### src/rtl/sram_ctl_pkg.sv
package sram_ctl_pkg;

  typedef enum logic [2:0] {
    ST_IDLE     = 3'd0,
    ST_RD       = 3'd1,
    ST_WR_PULSE = 3'd2,
    ST_WR_HOLD  = 3'd3,
    ST_TURN     = 3'd4,
    ST_SLEEP    = 3'd5,
    ST_WAKE     = 3'd6
  } ctl_state_e;

  // Whole cycles covering a nanosecond limit, never fewer than one.
  function automatic int unsigned ns_to_cyc(input int unsigned t_ns,
                                            input int unsigned clk_ns);
    int unsigned c;
    c = (t_ns + clk_ns - 1) / clk_ns;
    if (c < 1) c = 1;
    return c;
  endfunction

  function automatic int unsigned umax(input int unsigned a,
                                       input int unsigned b);
    return (a > b) ? a : b;
  endfunction

endpackage

### src/rtl/sram_ctl_timer.sv
module sram_ctl_timer #(
  parameter int unsigned W = 4
) (
  input  logic         clk,
  input  logic         rst_n,
  input  logic         load,
  input  logic [W-1:0] load_val,
  output logic         zero
);

  logic [W-1:0] cnt_q;

  always_ff @(posedge clk or negedge rst_n) begin
    if (!rst_n)              cnt_q <= '0;
    else if (load)           cnt_q <= load_val;
    else if (cnt_q != '0)    cnt_q <= cnt_q - 1'b1;
  end

  assign zero = (cnt_q == '0);

endmodule

### src/rtl/sram_ctl_fsm.sv
module sram_ctl_fsm
  import sram_ctl_pkg::*;
#(
  parameter int unsigned CNT_W   = 4,
  parameter int unsigned C_ACC   = 1,
  parameter int unsigned C_PULSE = 1,
  parameter int unsigned C_HOLD  = 1,
  parameter int unsigned C_TURN  = 1,
  parameter int unsigned C_REC   = 1
) (
  input  logic       clk,
  input  logic       rst_n,
  input  logic       req_valid,
  input  logic       req_write,
  input  logic       end_on_ce,
  input  logic       sleep_req,
  output logic       req_ready,
  output logic       accept,
  output logic       cap_en,
  output logic       wr_fin,
  output ctl_state_e nxt_state,
  output logic       nxt_mode
);

  localparam logic [CNT_W-1:0] LV_ACC   = CNT_W'(C_ACC - 1);
  localparam logic [CNT_W-1:0] LV_PULSE = CNT_W'(C_PULSE - 1);
  localparam logic [CNT_W-1:0] LV_HOLD  = CNT_W'(C_HOLD - 1);
  localparam logic [CNT_W-1:0] LV_TURN  = CNT_W'(C_TURN - 1);
  localparam logic [CNT_W-1:0] LV_REC   = CNT_W'(C_REC - 1);

  ctl_state_e       state_q;
  logic             mode_q;
  logic             tmr_load;
  logic [CNT_W-1:0] tmr_val;
  logic             tmr_zero;

  sram_ctl_timer #(.W(CNT_W)) u_timer (
    .clk      (clk),
    .rst_n    (rst_n),
    .load     (tmr_load),
    .load_val (tmr_val),
    .zero     (tmr_zero)
  );

  assign req_ready = (state_q == ST_IDLE) && !sleep_req;
  assign accept    = req_ready && req_valid;
  assign cap_en    = (state_q == ST_RD) && tmr_zero;
  assign wr_fin    = (state_q == ST_WR_HOLD) && tmr_zero;

  always_comb begin
    nxt_state = state_q;
    nxt_mode  = mode_q;
    tmr_load  = 1'b0;
    tmr_val   = '0;
    unique case (state_q)
      ST_IDLE: begin
        if (sleep_req) begin
          nxt_state = ST_SLEEP;
        end else if (req_valid) begin
          nxt_mode = end_on_ce;
          tmr_load = 1'b1;
          if (req_write) begin
            nxt_state = ST_WR_PULSE;
            tmr_val   = LV_PULSE;
          end else begin
            nxt_state = ST_RD;
            tmr_val   = LV_ACC;
          end
        end
      end
      ST_RD: if (tmr_zero) begin
        nxt_state = ST_TURN;
        tmr_load  = 1'b1;
        tmr_val   = LV_TURN;
      end
      ST_WR_PULSE: if (tmr_zero) begin
        nxt_state = ST_WR_HOLD;
        tmr_load  = 1'b1;
        tmr_val   = LV_HOLD;
      end
      ST_WR_HOLD: if (tmr_zero) nxt_state = ST_IDLE;
      ST_TURN:    if (tmr_zero) nxt_state = ST_IDLE;
      ST_SLEEP: if (!sleep_req) begin
        nxt_state = ST_WAKE;
        tmr_load  = 1'b1;
        tmr_val   = LV_REC;
      end
      ST_WAKE:    if (tmr_zero) nxt_state = ST_IDLE;
      default:    nxt_state = ST_IDLE;
    endcase
  end

  always_ff @(posedge clk or negedge rst_n) begin
    if (!rst_n) begin
      state_q <= ST_IDLE;
      mode_q  <= 1'b0;
    end else begin
      state_q <= nxt_state;
      mode_q  <= nxt_mode;
    end
  end

endmodule

### src/rtl/sram_ctl_pads.sv
module sram_ctl_pads
  import sram_ctl_pkg::*;
#(
  parameter int unsigned ADDR_W = 19,
  parameter int unsigned DATA_W = 8
) (
  input  logic              clk,
  input  logic              rst_n,
  input  logic              accept,
  input  logic [ADDR_W-1:0] req_addr,
  input  logic [DATA_W-1:0] req_wdata,
  input  ctl_state_e        nxt_state,
  input  logic              nxt_mode,
  input  logic              cap_en,
  input  logic              wr_fin,
  input  logic [DATA_W-1:0] sram_dq_in,
  output logic [ADDR_W-1:0] sram_addr,
  output logic              sram_ce_n,
  output logic              sram_we_n,
  output logic              sram_oe_n,
  output logic [DATA_W-1:0] sram_dq_out,
  output logic              sram_dq_oe,
  output logic              rsp_done,
  output logic [DATA_W-1:0] rsp_rdata,
  output logic              sleep_ack
);

  logic ce_low_d, we_low_d, oe_low_d, drive_d, park_d;

  // Strobe levels follow the next state so every pin comes from a flop.
  always_comb begin
    ce_low_d = (nxt_state == ST_RD) || (nxt_state == ST_WR_PULSE) ||
               ((nxt_state == ST_WR_HOLD) && !nxt_mode);
    we_low_d = (nxt_state == ST_WR_PULSE) ||
               ((nxt_state == ST_WR_HOLD) && nxt_mode);
    oe_low_d = (nxt_state == ST_RD);
    drive_d  = (nxt_state == ST_WR_PULSE) || (nxt_state == ST_WR_HOLD);
    park_d   = (nxt_state == ST_SLEEP);
  end

  always_ff @(posedge clk or negedge rst_n) begin
    if (!rst_n) begin
      sram_ce_n  <= 1'b1;
      sram_we_n  <= 1'b1;
      sram_oe_n  <= 1'b1;
      sram_dq_oe <= 1'b0;
      sleep_ack  <= 1'b0;
      rsp_done   <= 1'b0;
    end else begin
      sram_ce_n  <= !ce_low_d;
      sram_we_n  <= !we_low_d;
      sram_oe_n  <= !oe_low_d;
      sram_dq_oe <= drive_d;
      sleep_ack  <= park_d;
      rsp_done   <= cap_en || wr_fin;
    end
  end

  always_ff @(posedge clk or negedge rst_n) begin
    if (!rst_n) begin
      sram_addr   <= '0;
      sram_dq_out <= '0;
    end else if (accept) begin
      sram_addr   <= req_addr;
      sram_dq_out <= req_wdata;
    end
  end

  always_ff @(posedge clk or negedge rst_n) begin
    if (!rst_n)      rsp_rdata <= '0;
    else if (cap_en) rsp_rdata <= sram_dq_in;
  end

endmodule

### src/rtl/sram_ctl.sv
module sram_ctl
  import sram_ctl_pkg::*;
#(
  parameter int unsigned ADDR_W    = 19,
  parameter int unsigned DATA_W    = 8,
  parameter int unsigned CLK_NS    = 20,
  parameter int unsigned T_RC_NS   = 20,
  parameter int unsigned T_AA_NS   = 20,
  parameter int unsigned T_OE_NS   = 13,
  parameter int unsigned T_WC_NS   = 20,
  parameter int unsigned T_WP_NS   = 15,
  parameter int unsigned T_CW_NS   = 15,
  parameter int unsigned T_DW_NS   = 12,
  parameter int unsigned T_DH_NS   = 3,
  parameter int unsigned T_OHZ_NS  = 8,
  parameter int unsigned T_REC_NS  = 20
) (
  input  logic              clk,
  input  logic              rst_n,
  input  logic              req_valid,
  output logic              req_ready,
  input  logic              req_write,
  input  logic [ADDR_W-1:0] req_addr,
  input  logic [DATA_W-1:0] req_wdata,
  input  logic              end_on_ce,
  output logic              rsp_done,
  output logic [DATA_W-1:0] rsp_rdata,
  input  logic              sleep_req,
  output logic              sleep_ack,
  output logic [ADDR_W-1:0] sram_addr,
  output logic              sram_ce_n,
  output logic              sram_we_n,
  output logic              sram_oe_n,
  output logic [DATA_W-1:0] sram_dq_out,
  output logic              sram_dq_oe,
  input  logic [DATA_W-1:0] sram_dq_in
);

  localparam int unsigned C_ACC  = umax(umax(ns_to_cyc(T_RC_NS, CLK_NS),
                                             ns_to_cyc(T_AA_NS, CLK_NS)),
                                        ns_to_cyc(T_OE_NS, CLK_NS));
  localparam int unsigned C_HOLD = ns_to_cyc(T_DH_NS, CLK_NS);
  localparam int unsigned C_WC   = ns_to_cyc(T_WC_NS, CLK_NS);
  localparam int unsigned C_WC_REST = (C_WC > C_HOLD) ? (C_WC - C_HOLD) : 1;
  localparam int unsigned C_PULSE = umax(umax(ns_to_cyc(T_WP_NS, CLK_NS),
                                              ns_to_cyc(T_CW_NS, CLK_NS)),
                                         umax(ns_to_cyc(T_DW_NS, CLK_NS),
                                              C_WC_REST));
  localparam int unsigned C_TURN = ns_to_cyc(T_OHZ_NS, CLK_NS);
  localparam int unsigned C_REC  = ns_to_cyc(T_REC_NS, CLK_NS);
  localparam int unsigned C_MAX  = umax(umax(C_ACC, C_PULSE),
                                        umax(umax(C_HOLD, C_TURN), C_REC));
  localparam int unsigned CNT_W  = $clog2(C_MAX + 1);

  logic       accept, cap_en, wr_fin, nxt_mode;
  ctl_state_e nxt_state;

  sram_ctl_fsm #(
    .CNT_W   (CNT_W),
    .C_ACC   (C_ACC),
    .C_PULSE (C_PULSE),
    .C_HOLD  (C_HOLD),
    .C_TURN  (C_TURN),
    .C_REC   (C_REC)
  ) u_fsm (
    .clk       (clk),
    .rst_n     (rst_n),
    .req_valid (req_valid),
    .req_write (req_write),
    .end_on_ce (end_on_ce),
    .sleep_req (sleep_req),
    .req_ready (req_ready),
    .accept    (accept),
    .cap_en    (cap_en),
    .wr_fin    (wr_fin),
    .nxt_state (nxt_state),
    .nxt_mode  (nxt_mode)
  );

  sram_ctl_pads #(
    .ADDR_W (ADDR_W),
    .DATA_W (DATA_W)
  ) u_pads (
    .clk         (clk),
    .rst_n       (rst_n),
    .accept      (accept),
    .req_addr    (req_addr),
    .req_wdata   (req_wdata),
    .nxt_state   (nxt_state),
    .nxt_mode    (nxt_mode),
    .cap_en      (cap_en),
    .wr_fin      (wr_fin),
    .sram_dq_in  (sram_dq_in),
    .sram_addr   (sram_addr),
    .sram_ce_n   (sram_ce_n),
    .sram_we_n   (sram_we_n),
    .sram_oe_n   (sram_oe_n),
    .sram_dq_out (sram_dq_out),
    .sram_dq_oe  (sram_dq_oe),
    .rsp_done    (rsp_done),
    .rsp_rdata   (rsp_rdata),
    .sleep_ack   (sleep_ack)
  );

endmodule

### config.mk
export PLATFORM = sky130hd
export DESIGN_NAME = sram_ctl
export DESIGN_NICKNAME = d
export VERILOG_FILES = /design/src/rtl/sram_ctl_pkg.sv /design/src/rtl/sram_ctl_timer.sv /design/src/rtl/sram_ctl_fsm.sv /design/src/rtl/sram_ctl_pads.sv /design/src/rtl/sram_ctl.sv
export SDC_FILE = /design/constraint.sdc
export NUM_CORES = 1
export LEC_CHECK = 0
export ABC_AREA = 1
export BUFFER_PORTS_ARGS = -buffer_cell sky130_fd_sc_hd__buf_2
export CORE_MARGIN = 3
export CORE_UTILIZATION = 41
export DETAILED_ROUTE_END_ITERATION = 8
export PLACE_DENSITY = 0.73
export SYNTH_ARGS = -nofsm -noshare
export SYNTH_HDL_FRONTEND = slang
export SYNTH_SLANG_ARGS = --single-unit
export TNS_END_PERCENT = 10
### constraint.sdc
create_clock -name clk -period 1.3 [get_ports clk]
set_clock_uncertainty 0.05 [all_clocks]
set_input_delay 0.26 -clock clk [delete_from_list [all_inputs] [get_ports clk]]
set_output_delay 0.26 -clock clk [all_outputs]
set_load 0.03 [all_outputs]
**After elaboration in Yosys (flattened, before gate mapping)**

Index checks and enable logic that the tools add are counted.

- Bitwise operators: 1
- Reductions and logical operators: 19
- Muxes and demuxes: 18
- Multiply operators: 0
- Order comparisons: 0
- Div/mod/pow operators: 0
- Shift-type cells: 0
- $add $sub $neg: 1
- Equality and inequality tests: 10

Operators by type and width:

| operator | number |
|---|---|
| 2-to-1 mux 3 bit | 6 |
| one-hot mux 3 bit (5 select lines) | 1 |
| equality test 3 x 2 -> 1 bit (second input constant) | 4 |
| equality test 3 bit (second input constant) | 4 |
| 2-to-1 mux 1 bit | 9 |
| equality test 3 x 1 -> 1 bit (second input constant) | 2 |
| logical AND 1 bit | 6 |
| logical NOT 1 bit | 5 |
| logical OR 1 bit | 5 |
| logical NOT 3 bit | 1 |
| one-hot mux 1 bit (3 select lines) | 1 |
| OR reduction 3 bit | 1 |
| 2-to-1 mux 2 bit | 1 |
| OR reduction 2 bit | 1 |
| inverter 1 bit | 1 |
| subtractor 1 bit (second input constant) | 1 |

- Output and inout port bits: 42
- Register bits: 46
- Bits in latches: 0
- Memories: 0
- RAM bits: 0
- Memory bits (read-only): 0

**Logic depth before layout (Yosys ltp)**

- Depth after elaboration: 8
- Depth in mapped cells: 7

**Modules after synthesis**

From an unflattened synthesis, not the netlist that was laid out.

- Cells, all modules: 226
- Area total of the unflattened synthesis: 2055.7 um^2

Modules (own cells, without submodules):

| module | cells an instance | area each (um^2) | times used | sequential area each (um^2) |
|---|---|---|---|---|
| sram_ctl_pads | 168 | 1677.9 | 1 | 1029.7 |
| sram_ctl_fsm | 54 | 341.6 | 1 | 100.1 |
| sram_ctl_timer | 4 | 36.3 | 1 | 25.0 |

**Worst setup path before layout**

Ideal clock, no wire load.

- Kind: reg-to-output
- Start: reg u_fsm.state_q[2]
- End: out req_ready
- Path slack: -0.017 ns
- Cell stages (with the launch flop): 5
- Arrival: 1.007 ns
- Cell sequence: dfrtp_1 -> nor2_4 -> nand3_2 -> clkbuf_2 -> inv_1

- Cells in the longest elaborated chain, start to end: 2

RTL lines:

| element | line | RTL |
|---|---|---|
| start: declaration | sram_ctl_fsm.sv:31 | `ctl_state_e state_q;` |
| start signal: assignment | sram_ctl_fsm.sv:98 | `state_q <= nxt_state;` |
| logical NOT 3 bit | sram_ctl_fsm.sv:45 | `assign req_ready = (state_q == ST_IDLE) && !sleep_req;` |
| logical AND 1 bit | sram_ctl_fsm.sv:45 |  |
| end: declaration | sram_ctl.sv:21 | `output logic req_ready,` |

No other way between the ends.

**Final worst setup path**

Same ends and word-level chain as after synthesis.

==> run metrics <==
status=finished with violations; violated checks=negative setup slack; clock transition at the registers of the reported paths=0.08 ns; layout cell share with drive strength beyond 1=39.5%; DRT Pass-1 Iters=4; Root Buffer=clkbuf_8; most common flop cell mapped by yosys=dfrtp_1; leakage=1.46 nW; multi-input logic area=608 µm²; critical-path maximum fanout=2; Die Footprint=5260 µm²; Worst Hold Slack=0.117 ns; DR top layer=met4; CTS H-tree lvls=2; GRT Total Usage=17.3%; Synth Cell Area=1810 µm²; final instance area=2590 µm²; # fillers=384; diodes inserted=0; area grow syn2layout=42.9%; combinational power share=53.0%; top cells by area, synth=dfrtp_1 58%, nand2_1 17%, o21ai_0 8.3%; Final WS setup=-0.212 ns; Die H=72.5 µm; Switching Share=45.7%; vias in the first global route=1,557; Crit path arrival time=1.20 ns; met1 WL=1.93 mm; Slew @ Worst Pin=0.254 ns; via/cell ratio=4.72; met2 wire len=2.04 mm; maximum clock path buffer count=2; P_int=3.69 mW; final setup violation count=34; Clock Latency Late Sink=0.28 ns; register area=1130 µm²; Die Width=72.5 µm; register area share after synthesis=62.3%; global route overflow=0; Post-synth EDFFs=0; Synth Warn #=0; worst min path class=primary input to register; DR vias=1,658; Final HPWL DP=3.01 mm; routability-driven placement congestion ratio=0.753; core box area=4140 µm²; CTS tree=built; crit path kind=register to primary output; residual DRC count=0; Critical Path Source Type=register; RSZ-0062 raised after global routing=true; setup TNS=-4.08 ns; VDD IR max=1220 µV; DP Area=2370 µm²; #FFs+latches synth=45; fin crit period=1.51 ns; Num CTS Buffers=5; DR WL/cell=12.3 µm; initial DRC count=97; Max Clk Rate=661 MHz; switching power=3.11 mW; most common cell in the netlist=nand2_1; Final period util=116%; Async S/R FF share, synth=100%; Clock Power Share=12.3%; Core Rows=23; I/O pin total=83; WL final=4.33 mm; ANT nets after route=0; Pins Over Slew Limit=0; relative slew slack=83.0%; DR WL met3=334 µm; Initial Utilization=43.8%; max-cap viol count=0; antenna violations before repair=0; synth cell count leaders=81 x nand2_1, 42 x dfrtp_1, 30 x o21ai_0; power share of the sequential group=34.7%; Worst setup EP type=primary output; Yosys cell types=17; Critical Path RT=0.99 ns; largest net degree at the start of global routing=27; synthesized area per cell=8.98 µm²; area leader, netlist=dfrtp_1; Synthesized Nets=243; # clock sinks=45; first-pass GRT wire length=6.99 mm; Fin. Hold Viols=0; PwrDens=2620 nW/µm²; post-synthesis cell count=202; Final nets=342; PortBufs=82; top-area cell type share of the netlist area=58.0%
-- metrics by stage --
stage          setup slack, ns  utilization (%)  total power, mW  std cells
3_5_place_dp           -0.0353             57.1             5.66        337
2_1_floorplan           0.0510                -             4.54        202
3_3_place_gp           -0.0254             57.1             5.61        337
4_1_cts                 -0.239             61.8             6.77        350
6_report                -0.212             62.5             6.80        351
5_1_grt                 -0.278             62.5             7.30        351
-- path summary, 6_finish.rpt --
kind,start,end,slack (ns),depth (start not counted)
setup / recovery,u_fsm.state_q[2]$_DFF_PN0_,req_ready,-0.21,5
hold / removal,req_wdata[5],u_pads.sram_dq_out[5]$_DFFE_PN0P_,0.12,3
setup reg to reg,u_fsm.state_q[2]$_DFF_PN0_,u_pads.sram_addr[16]$_DFFE_PN0P_,-0.15,8
hold reg to reg,u_pads.rsp_rdata[1]$_DFFE_PN0P_,u_pads.rsp_rdata[1]$_DFFE_PN0P_,0.42,2
max in group asynchronous,rst_n,u_pads.rsp_rdata[1]$_DFFE_PN0P_,0.46,3
min in group asynchronous,rst_n,u_pads.rsp_done$_DFF_PN0_,0.32,2
-- layout by cell type (no fill, tap or decap), types with 3 or more instances in the layout --
cell,n
clkbuf_8,6
nand3_1,12
o21ai_0,16
nor2_1,5
buf_12,3
nor2_4,3
dfrtp_1,42
nand2_1,80
buf_2,78
o21ai_1,13
dfstp_2,3
buf_6,4
buf_4,16
inv_1,10
-- per-layer routing --
| layer | vias up | track usage [%] |
|---|---|---|
| li1 | 834 | - |
| met1 | 752 | 22.5 |
| met2 | 70 | 28.5 |
| met3 | 2 | 4.99 |
| met4 | 0 | 4.51 |
| met5 | - | 0 |
-- sequential cells by signal (all words and copies together), names as in the netlist --
name and count:
u_pads.sram_dq_oe 1, u_pads.sram_oe_n 1, u_fsm.state_q 3, u_pads.rsp_rdata 8, u_fsm.mode_q 1, u_pads.sleep_ack 1, u_pads.sram_addr 19, u_pads.sram_dq_out 8
u_pads.sram_we_n 1, u_pads.sram_ce_n 1, u_pads.rsp_done 1
-- critical path, cell delays in order (launching register included) --
cell and delay (ns):
dfrtp_1 0.41, nor2_4 0.14, nand3_4 0.09, buf_12 0.14, clkinv_4 0.03, buf_6 0.11
-- logic make-up after synthesis --
kind of cell / share of synthesized area, %
AO/OA/AOI/OAI: 8.90
flip-flops: 62.3
buffers and inverters: 5.73
AND/OR/NAND/NOR: 23.1
-- power by group through the flow --
stage	clock network [mW]	logic (mW)	registers (mW)
2_1_floorplan	0	1.00	3.54
3_3_place_gp	0	3.24	2.37
3_5_place_dp	0	3.30	2.36
4_1_cts	0.863	3.56	2.35
5_1_grt	0.947	3.91	2.44
6_report	0.836	3.60	2.36
-- layout make-up --
class / count / share of cell area [%]
Sequential cell: 45 / 43.6
Timing Repair Buffer: 103 / 25.4
Multi-Input combinational cell: 135 / 23.5
Clock buffer: 7 / 3.33
Tap cell: 50 / 2.41
Inverter: 11 / 1.79
-- timing repair --
action                     4_1_cts  5_1_grt
pin swaps                        1        1
setup endpoints to repair        4       44
resized for setup               20       11
hold buffers                     1        0
buffers inserted                 4        1
hold endpoints to repair         6        0
gates cloned                     1        0
No activity file was read; power rests on OpenSTA's default activity.
